File: src/rtl/stat_exc_pkg.sv
package stat_exc_pkg;

   localparam int FLAG_LO   = 28;
   localparam int RSV_HI    = 27;
   localparam int RSV_LO    = 8;
   localparam int IMASK_BIT = 7;
   localparam int FMASK_BIT = 6;
   localparam int TBIT      = 5;

   localparam logic [4:0] MD_USR = 5'b10000;
   localparam logic [4:0] MD_FIQ = 5'b10001;
   localparam logic [4:0] MD_IRQ = 5'b10010;
   localparam logic [4:0] MD_SVC = 5'b10011;
   localparam logic [4:0] MD_UND = 5'b11011;
   localparam logic [4:0] MD_SYS = 5'b11111;

   localparam logic [7:0] VEC_RST = 8'h00;
   localparam logic [7:0] VEC_UND = 8'h04;
   localparam logic [7:0] VEC_SVC = 8'h08;
   localparam logic [7:0] VEC_IRQ = 8'h18;
   localparam logic [7:0] VEC_FIQ = 8'h1C;

   localparam int NUM_BANKS = 4;
   localparam int BANK_W    = $clog2(NUM_BANKS);

   function automatic logic mode_ok(input logic [4:0] m);
      case (m)
         MD_USR, MD_FIQ, MD_IRQ, MD_SVC, MD_UND, MD_SYS: return 1'b1;
         default: return 1'b0;
      endcase
   endfunction

   function automatic logic mode_banked(input logic [4:0] m);
      case (m)
         MD_FIQ, MD_IRQ, MD_SVC, MD_UND: return 1'b1;
         default: return 1'b0;
      endcase
   endfunction

   function automatic logic [BANK_W-1:0] bank_sel(input logic [4:0] m);
      case (m)
         MD_FIQ:  return BANK_W'(0);
         MD_IRQ:  return BANK_W'(1);
         MD_SVC:  return BANK_W'(2);
         MD_UND:  return BANK_W'(3);
         default: return BANK_W'(0);
      endcase
   endfunction

endpackage

File: src/rtl/stat_exc_arb.sv
module stat_exc_arb
   import stat_exc_pkg::*;
(
   input  logic       rst_req,
   input  logic       fiq_req,
   input  logic       irq_req,
   input  logic       und_req,
   input  logic       svc_req,
   input  logic       i_mask,
   input  logic       f_mask,
   output logic       take_o,
   output logic [4:0] tgt_mode_o,
   output logic [7:0] vec_o,
   output logic       set_f_o
);

   always_comb begin
      take_o     = 1'b1;
      tgt_mode_o = MD_SVC;
      vec_o      = VEC_RST;
      set_f_o    = 1'b0;
      if (rst_req) begin
         tgt_mode_o = MD_SVC;
         vec_o      = VEC_RST;
         set_f_o    = 1'b1;
      end else if (fiq_req && !f_mask) begin
         tgt_mode_o = MD_FIQ;
         vec_o      = VEC_FIQ;
         set_f_o    = 1'b1;
      end else if (irq_req && !i_mask) begin
         tgt_mode_o = MD_IRQ;
         vec_o      = VEC_IRQ;
      end else if (und_req) begin
         tgt_mode_o = MD_UND;
         vec_o      = VEC_UND;
      end else if (svc_req) begin
         tgt_mode_o = MD_SVC;
         vec_o      = VEC_SVC;
      end else begin
         take_o     = 1'b0;
      end
   end

endmodule

File: src/rtl/stat_exc_wr.sv
module stat_exc_wr
   import stat_exc_pkg::*;
(
   input  logic [31:0] cur_i,
   input  logic        flag_we_i,
   input  logic [3:0]  nzcv_i,
   input  logic        ctl_we_i,
   input  logic [31:0] wdata_i,
   output logic [31:0] nxt_o
);

   logic priv;
   logic unused_rsv_bits;

   assign priv            = (cur_i[4:0] != MD_USR);
   assign unused_rsv_bits = ^wdata_i[RSV_HI:RSV_LO];

   always_comb begin
      nxt_o = cur_i;
      if (flag_we_i)
         nxt_o[31:FLAG_LO] = nzcv_i;
      if (ctl_we_i) begin
         nxt_o[31:FLAG_LO] = wdata_i[31:FLAG_LO];
         if (priv) begin
            nxt_o[IMASK_BIT:TBIT] = wdata_i[IMASK_BIT:TBIT];
            if (mode_ok(wdata_i[4:0]))
               nxt_o[4:0] = wdata_i[4:0];
         end
      end
   end

endmodule

File: src/rtl/stat_exc_bank.sv
module stat_exc_bank #(
   parameter int          PC_W    = 32,
   parameter logic [31:0] PSW_RST = 32'h0
) (
   input  logic            clk,
   input  logic            rst_n,
   input  logic            cap_i,
   input  logic [PC_W-1:0] link_i,
   input  logic [31:0]     psw_i,
   output logic [PC_W-1:0] link_o,
   output logic [31:0]     psw_o
);

   always_ff @(posedge clk or negedge rst_n) begin
      if (!rst_n) begin
         link_o <= '0;
         psw_o  <= PSW_RST;
      end else if (cap_i) begin
         link_o <= link_i;
         psw_o  <= psw_i;
      end
   end

endmodule

File: src/rtl/stat_exc_ctrl.sv
module stat_exc_ctrl
   import stat_exc_pkg::*;
#(
   parameter int          PC_W       = 32,
   parameter int          INSN_BYTES = 4,
   parameter logic [31:0] RSVD_INIT  = 32'h0,
   parameter bit          RET_ADJ_EN = 1'b1
) (
   input  logic            clk,
   input  logic            rst_n,
   input  logic            flag_we,
   input  logic [3:0]      flag_nzcv,
   input  logic            ctl_we,
   input  logic [31:0]     ctl_wdata,
   input  logic            rst_req,
   input  logic            und_req,
   input  logic            svc_req,
   input  logic            irq_req,
   input  logic            fiq_req,
   input  logic [PC_W-1:0] pc_i,
   input  logic            ret_i,
   output logic [PC_W-1:0] fetch_addr_o,
   output logic            redir_o,
   output logic [31:0]     status_o,
   output logic [4:0]      mode_o,
   output logic            thumb_o,
   output logic            irq_mask_o,
   output logic            fiq_mask_o,
   output logic [31:0]     saved_o,
   output logic [PC_W-1:0] link_o
);

   localparam logic [31:0] RST_PSW =
      {4'h0, RSVD_INIT[RSV_HI:RSV_LO], 1'b1, 1'b1, 1'b0, MD_SVC};

   if (PC_W < 8 || PC_W > 64) begin : g_bad_pcw
      $error("stat_exc_ctrl: PC_W must lie in 8..64");
   end
   if (INSN_BYTES != 2 && INSN_BYTES != 4) begin : g_bad_insn
      $error("stat_exc_ctrl: INSN_BYTES must be 2 or 4");
   end

   logic [31:0]       status_q;
   logic [31:0]       wr_psw;
   logic [31:0]       entry_psw;
   logic [31:0]       restored_psw;
   logic              take;
   logic [4:0]        tgt_mode;
   logic [7:0]        vec;
   logic              set_f;
   logic [BANK_W-1:0] tgt_bank;
   logic [BANK_W-1:0] cur_bank;
   logic              cur_banked;
   logic              ret_go;
   logic [PC_W-1:0]   link_cap;
   logic [PC_W-1:0]   cur_link;
   logic [31:0]       cur_saved;
   logic [PC_W-1:0]   ret_tgt;
   logic [PC_W-1:0]   link_arr [NUM_BANKS];
   logic [31:0]       psw_arr  [NUM_BANKS];

   stat_exc_arb arb_i (
      .rst_req    (rst_req),
      .fiq_req    (fiq_req),
      .irq_req    (irq_req),
      .und_req    (und_req),
      .svc_req    (svc_req),
      .i_mask     (status_q[IMASK_BIT]),
      .f_mask     (status_q[FMASK_BIT]),
      .take_o     (take),
      .tgt_mode_o (tgt_mode),
      .vec_o      (vec),
      .set_f_o    (set_f)
   );

   stat_exc_wr wr_i (
      .cur_i     (status_q),
      .flag_we_i (flag_we),
      .nzcv_i    (flag_nzcv),
      .ctl_we_i  (ctl_we),
      .wdata_i   (ctl_wdata),
      .nxt_o     (wr_psw)
   );

   assign tgt_bank   = bank_sel(tgt_mode);
   assign cur_bank   = bank_sel(status_q[4:0]);
   assign cur_banked = mode_banked(status_q[4:0]);
   assign link_cap   = pc_i + PC_W'(INSN_BYTES);

   for (genvar b = 0; b < NUM_BANKS; b++) begin : g_bank
      stat_exc_bank #(
         .PC_W    (PC_W),
         .PSW_RST (RST_PSW)
      ) bank_i (
         .clk    (clk),
         .rst_n  (rst_n),
         .cap_i  (take && (tgt_bank == BANK_W'(b))),
         .link_i (link_cap),
         .psw_i  (status_q),
         .link_o (link_arr[b]),
         .psw_o  (psw_arr[b])
      );
   end

   assign cur_link  = cur_banked ? link_arr[cur_bank] : '0;
   assign cur_saved = cur_banked ? psw_arr[cur_bank]  : '0;
   assign ret_go    = ret_i && cur_banked && !take;

   if (RET_ADJ_EN) begin : g_ret_adj
      assign ret_tgt = (status_q[4:0] == MD_IRQ || status_q[4:0] == MD_FIQ)
                       ? cur_link - PC_W'(INSN_BYTES) : cur_link;
   end else begin : g_ret_plain
      assign ret_tgt = cur_link;
   end

   assign entry_psw = {status_q[31:RSV_LO], 1'b1,
                       set_f | status_q[FMASK_BIT], 1'b0, tgt_mode};
   assign restored_psw = {cur_saved[31:FLAG_LO], status_q[RSV_HI:RSV_LO],
                          cur_saved[IMASK_BIT:0]};

   always_ff @(posedge clk or negedge rst_n) begin
      if (!rst_n) begin
         status_q     <= RST_PSW;
         redir_o      <= 1'b0;
         fetch_addr_o <= '0;
      end else begin
         redir_o <= take | ret_go;
         if (take) begin
            status_q     <= entry_psw;
            fetch_addr_o <= PC_W'(vec);
         end else if (ret_go) begin
            status_q     <= restored_psw;
            fetch_addr_o <= ret_tgt;
         end else begin
            status_q     <= wr_psw;
         end
      end
   end

   assign status_o   = status_q;
   assign mode_o     = status_q[4:0];
   assign thumb_o    = status_q[TBIT];
   assign irq_mask_o = status_q[IMASK_BIT];
   assign fiq_mask_o = status_q[FMASK_BIT];
   assign saved_o    = cur_saved;
   assign link_o     = cur_link;

endmodule

File: config.mk
export PLATFORM = sky130hd
export DESIGN_NAME = stat_exc_ctrl
export DESIGN_NICKNAME = d
export VERILOG_FILES = /design/src/rtl/stat_exc_pkg.sv /design/src/rtl/stat_exc_arb.sv /design/src/rtl/stat_exc_wr.sv /design/src/rtl/stat_exc_bank.sv /design/src/rtl/stat_exc_ctrl.sv
export SDC_FILE = /design/constraint.sdc
export NUM_CORES = 1
export LEC_CHECK = 0
export BUFFER_PORTS_ARGS = -buffer_cell sky130_fd_sc_hd__buf_2
export CORE_ASPECT_RATIO = 1.4
export CORE_MARGIN = 2
export CORE_UTILIZATION = 50
export CTS_BUF_LIST = sky130_fd_sc_hd__clkbuf_8
export DETAILED_ROUTE_END_ITERATION = 16
export PLACE_DENSITY = 0.74
export REMOVE_ABC_BUFFERS = 1
export SKIP_LAST_GASP = 1
export SYNTH_ARGS = -nofsm -noshare
export SYNTH_HDL_FRONTEND = slang
export SYNTH_HIERARCHICAL = 1
export SYNTH_SLANG_ARGS = --single-unit
File: constraint.sdc
create_clock -name clk -period 9.25 [get_ports clk]
set_input_delay 0.4625 -clock clk [delete_from_list [all_inputs] [get_ports clk]]
set_output_delay 0.4625 -clock clk [all_outputs]
set_load 0.01 [all_outputs]
==> flow_results.xml <==
<?xml version="1.0" encoding="UTF-8"?>
<metrics>
  <group name="outcome">
    <metric name="status" unit="">complete, no violations</metric>
  </group>
  <group name="sta">
    <metric name="clock.fmax" unit="MHz">199.5</metric>
    <metric name="timing.hold.ws" unit="ns">0.1478</metric>
    <metric name="period_utilisation_layout" unit="%">54.19</metric>
    <metric name="timing.final.max_slew_violations" unit="">0</metric>
    <metric name="worstMarginPinSlew" unit="ns">1.169</metric>
    <metric name="finalClockSkew" unit="ns">0.01710</metric>
    <metric name="finalWorstPathRequiredPeriod" unit="ns">5.013</metric>
    <metric name="timing.max_slew.rel_slack" unit="%">22.04</metric>
    <metric name="report.final.hold_viol_count" unit="">0</metric>
    <metric name="unrepaired_setup_endpoints_after_global_routing" unit="">false</metric>
    <metric name="setup_viol" unit="">0</metric>
  </group>
  <group name="clocking">
    <metric name="cts_buffers" unit="">53</metric>
    <metric name="clockRootBuffer" unit="">sky130_fd_sc_hd__clkbuf_8</metric>
    <metric name="tritoncts" unit="">done</metric>
    <metric name="post_cts.resized_instances" unit="">0</metric>
    <metric name="worst_setup_hold_path_clk_slew" unit="ns">0.06</metric>
    <metric name="ctsHtreeMaxLevel" unit="">2</metric>
    <metric name="cts_max_path_buffers" unit="">3</metric>
    <metric name="clock_latency" unit="ns">0.61</metric>
    <metric name="cts_sinks" unit="">321</metric>
  </group>
  <group name="drt">
    <metric name="ant_nets" unit="">0</metric>
    <metric name="route.detailed.wl_per_inst" unit="um">22.39</metric>
    <metric name="totalWireLength" unit="um">45130</metric>
    <metric name="drt_iter0_markers" unit="">793</metric>
    <metric name="drt-vias-per-instance" unit="">5.777</metric>
    <metric name="remaining_drc_errors" unit="">0</metric>
    <metric name="drt-pass1-iter-count" unit="">5</metric>
    <metric name="via_count" unit="">11647</metric>
  </group>
  <group name="die">
    <metric name="rows" unit="">81</metric>
    <metric name="dieWidth" unit="um">162.8</metric>
    <metric name="fp.coreArea" unit="mm2">0.03486</metric>
    <metric name="fp.dieArea" unit="mm2">0.03682</metric>
    <metric name="dieHeight" unit="um">226.3</metric>
    <metric name="floorplan.initialDensity" unit="%">50.60</metric>
    <metric name="floorplan.io_pins" unit="">215</metric>
  </group>
  <group name="global_routing">
    <metric name="antenna_found_initial" unit="">2</metric>
    <metric name="via_count_of_the_first_global_routing_pass" unit="">12158</metric>
    <metric name="grt_start_max_net_pins" unit="">203</metric>
    <metric name="global_route_wire_length_before_repair" unit="um">70340</metric>
    <metric name="grt.overflow.total" unit="">0</metric>
    <metric name="grtUsageTotal" unit="%">24.60</metric>
  </group>
  <group name="worst_setup_path">
    <metric name="worst_setup_path_end_kind" unit="">register</metric>
    <metric name="type_of_the_worst_setup_path" unit="">register to register</metric>
    <metric name="timing.reg2reg.worst_path_depth" unit="">13</metric>
    <metric name="cp.required" unit="ns">9.74</metric>
    <metric name="critical_path_start_type" unit="">register</metric>
    <metric name="worstPathMaxFanout" unit="">46</metric>
    <metric name="timing.critical_path.arrival" unit="ns">5.51</metric>
  </group>
  <group name="layout">
    <metric name="flow.area_growth_from_synthesis" unit="%">10.18</metric>
    <metric name="post-route-util" unit="%">55.75</metric>
    <metric name="design_area" unit="mm2">0.01944</metric>
    <metric name="share_of_cells_above_drive_strength_1" unit="%">42.12</metric>
    <metric name="design.final.nets" unit="">1604</metric>
    <metric name="ant_diodes" unit="">0</metric>
  </group>
  <group name="place">
    <metric name="io_buffers" unit="">194</metric>
    <metric name="placedInstanceArea" unit="mm2">0.01835</metric>
    <metric name="routabilityCongestion" unit="">0.8335</metric>
    <metric name="dp_hpwl" unit="um">28510</metric>
  </group>
  <group name="logic_synthesis">
    <metric name="synth_top_cells_by_count" unit="">sky130_fd_sc_hd__dfrtp_1 (296), sky130_fd_sc_hd__mux2_4 (240), sky130_fd_sc_hd__mux2i_1 (73)</metric>
    <metric name="synth_top_cell_area_share" unit="%">41.99</metric>
    <metric name="ys_types" unit="">78</metric>
    <metric name="netlist_top_cells_area" unit="">sky130_fd_sc_hd__dfrtp_1 (42%), sky130_fd_sc_hd__mux2_4 (20%), sky130_fd_sc_hd__mux2i_1 (4.1%)</metric>
    <metric name="synthesized_instance_count" unit="">1371</metric>
    <metric name="synth-edff-count" unit="">0</metric>
    <metric name="seq_area_frac_synth" unit="%">45.71</metric>
    <metric name="synth.most_common_cell" unit="">sky130_fd_sc_hd__dfrtp_1</metric>
    <metric name="synth_flop_cell" unit="">sky130_fd_sc_hd__dfrtp_1</metric>
    <metric name="yosysWarnings" unit="">6</metric>
    <metric name="ys_ff_latch" unit="">321</metric>
    <metric name="synth_area_per_cell" unit="um2">12.87</metric>
    <metric name="fraction_of_registers_with_async_set_reset" unit="%">100.0</metric>
    <metric name="synth.cell_area" unit="mm2">0.01764</metric>
    <metric name="cell_type_with_the_largest_total_area_after_synthesis" unit="">sky130_fd_sc_hd__dfrtp_1</metric>
  </group>
  <group name="hold_path">
    <metric name="hold_path_class" unit="">input port to register</metric>
    <metric name="worst_hold_path.num_cells" unit="">2</metric>
  </group>
  <group name="power_and_ir_drop">
    <metric name="p_per_area" unit="mW/mm2">185.0</metric>
    <metric name="p_leak" unit="nW">9.436</metric>
    <metric name="vdd_drop_max" unit="uV">113.4</metric>
  </group>
  <group name="flow_run">
    <metric name="max_cap_viol_count" unit="">0</metric>
  </group>
</metrics>
-- critical path: stages (launching register included) --
cell	delay, ns
sky130_fd_sc_hd__dfstp_2	0.51
sky130_fd_sc_hd__buf_4	0.51
sky130_fd_sc_hd__xor2_4	0.41
sky130_fd_sc_hd__or2b_2	0.66
sky130_fd_sc_hd__buf_4	0.49
sky130_fd_sc_hd__o211ai_1	0.20
sky130_fd_sc_hd__nand2_1	0.13
sky130_fd_sc_hd__ha_1	0.15
sky130_fd_sc_hd__inv_1	0.04
sky130_fd_sc_hd__nor2_1	0.18
sky130_fd_sc_hd__nand4b_1	0.60
sky130_fd_sc_hd__nor4_1	0.56
sky130_fd_sc_hd__nand3b_1	0.12
sky130_fd_sc_hd__a311oi_1	0.29
-- final cells by class --
class / count / area [um2]
Clock buffer: 66 / 908.4
Inverter: 31 / 116.4
Fill cell: 2977 / 15430
Tap cell: 456 / 570.5
Clock inverter: 25 / 166.4
Timing Repair Buffer: 216 / 1161
Sequential cell: 321 / 8065
Multi-Input combinational cell: 901 / 8449
-- layout by cell type (no fill, tap or decap), types with 8 or more instances in the layout --
| cell | n |
|---|---|
| sky130_fd_sc_hd__buf_4 | 20 |
| sky130_fd_sc_hd__clkbuf_8 | 66 |
| sky130_fd_sc_hd__o221a_2 | 8 |
| sky130_fd_sc_hd__nor3_1 | 15 |
| sky130_fd_sc_hd__nor2b_1 | 8 |
| sky130_fd_sc_hd__inv_1 | 43 |
| sky130_fd_sc_hd__nand3_1 | 29 |
| sky130_fd_sc_hd__dfstp_2 | 25 |
| sky130_fd_sc_hd__dfrtp_1 | 295 |
| sky130_fd_sc_hd__nor2_1 | 43 |
| sky130_fd_sc_hd__mux2_2 | 39 |
| sky130_fd_sc_hd__and2_1 | 27 |
| sky130_fd_sc_hd__o221ai_1 | 8 |
| sky130_fd_sc_hd__xor2_1 | 17 |
| sky130_fd_sc_hd__or2_2 | 8 |
| sky130_fd_sc_hd__a311oi_1 | 10 |
| sky130_fd_sc_hd__nand2b_1 | 16 |
| sky130_fd_sc_hd__o2111ai_1 | 17 |
| sky130_fd_sc_hd__buf_2 | 193 |
| sky130_fd_sc_hd__o22ai_1 | 37 |
| sky130_fd_sc_hd__a211oi_1 | 14 |
| sky130_fd_sc_hd__mux2_4 | 240 |
| sky130_fd_sc_hd__o21ai_0 | 40 |
| sky130_fd_sc_hd__mux2i_1 | 73 |
| sky130_fd_sc_hd__nand2_1 | 69 |
| sky130_fd_sc_hd__nor4_1 | 9 |
| sky130_fd_sc_hd__a21oi_1 | 29 |
| sky130_fd_sc_hd__xnor2_1 | 32 |
| sky130_fd_sc_hd__clkinv_2 | 9 |
-- metal layers --
metal | vias to the layer above | GRT usage [%] | part of all wire (%)
li1 | 5211 | - | -
met1 | 5929 | 30.94 | 41
met2 | 390 | 41.72 | 49
met3 | 113 | 4.664 | 5.9
met4 | 4 | 10.02 | 3.7
met5 | - | 0 | 0.053
-- per-stage QoR --
| stage | TNS (ns) | worst slack, ns | power, mW | cells |
|---|---|---|---|---|
| after floorplan | -52.68 | -0.9377 | 2.121 | 1253 |
| after global placement | 0 | 4.377 | 2.304 | 1924 |
| after detailed placement | 0 | 4.261 | 2.327 | 1924 |
| after CTS | 0 | 4.242 | 3.619 | 2016 |
| after global routing | 0 | 3.972 | 3.751 | 2016 |
| final | 0 | 4.237 | 3.596 | 2016 |
-- flip-flops by register name, indices dropped and copies added, names as in the netlist --
signal and flops:
g_bank.bank_i/link_o 128, g_bank.bank_i/psw_o 128, fetch_addr_o 32, status_o 32, redir_o 1
-- power breakdown --
| group | total (mW) | internal (mW) | switching [mW] |
|---|---|---|---|
| Combinational | 0.661 | 0.327 | 0.334 |
| Clock | 1.29 | 0.696 | 0.589 |
| Sequential | 1.65 | 1.55 | 0.0945 |
-- cell families (layout without fill, tap and decap cells) --
group,after synthesis,count (layout),share of synthesized area [%]
muxes,356,356,27.31
DFF,321,321,45.71
and+or+nand+nor,279,279,8.731
AOI/OAI and AO/OA,207,207,8.688
buffers and inverters,154,338,6.787
xor gates and xnor gates,50,50,2.589
adders and majority gates,2,2,0.1418
other,2,7,0.04257
-- path summary, 6_finish.rpt --
check | start | endpoint | slack (ns)
setup / recovery | status_o[0]$_DFF_PN1_ | fetch_addr_o[30]$_DFFE_PN0N_ | 4.24
hold / removal | pc_i[0] | g_bank[2].bank_i/link_o[0]$_DFFE_PN0P_ | 0.15
setup reg to reg | status_o[0]$_DFF_PN1_ | fetch_addr_o[30]$_DFFE_PN0N_ | 4.24
hold reg to reg | g_bank[3].bank_i/link_o[6]$_DFFE_PN0P_ | g_bank[3].bank_i/link_o[6]$_DFFE_PN0P_ | 0.50
max in group asynchronous | rst_n | g_bank[3].bank_i/psw_o[26]$_DFFE_PN0P_ | 7.03
min in group asynchronous | rst_n | fetch_addr_o[0]$_DFFE_PN0N_ | 0.55
-- timing repair --
action	CTS	global route
endpoints found under the hold margin	35	0
hold buffers	1	0
setup buffers	0	0
Note: power is estimated with default switching activity, not from simulation.
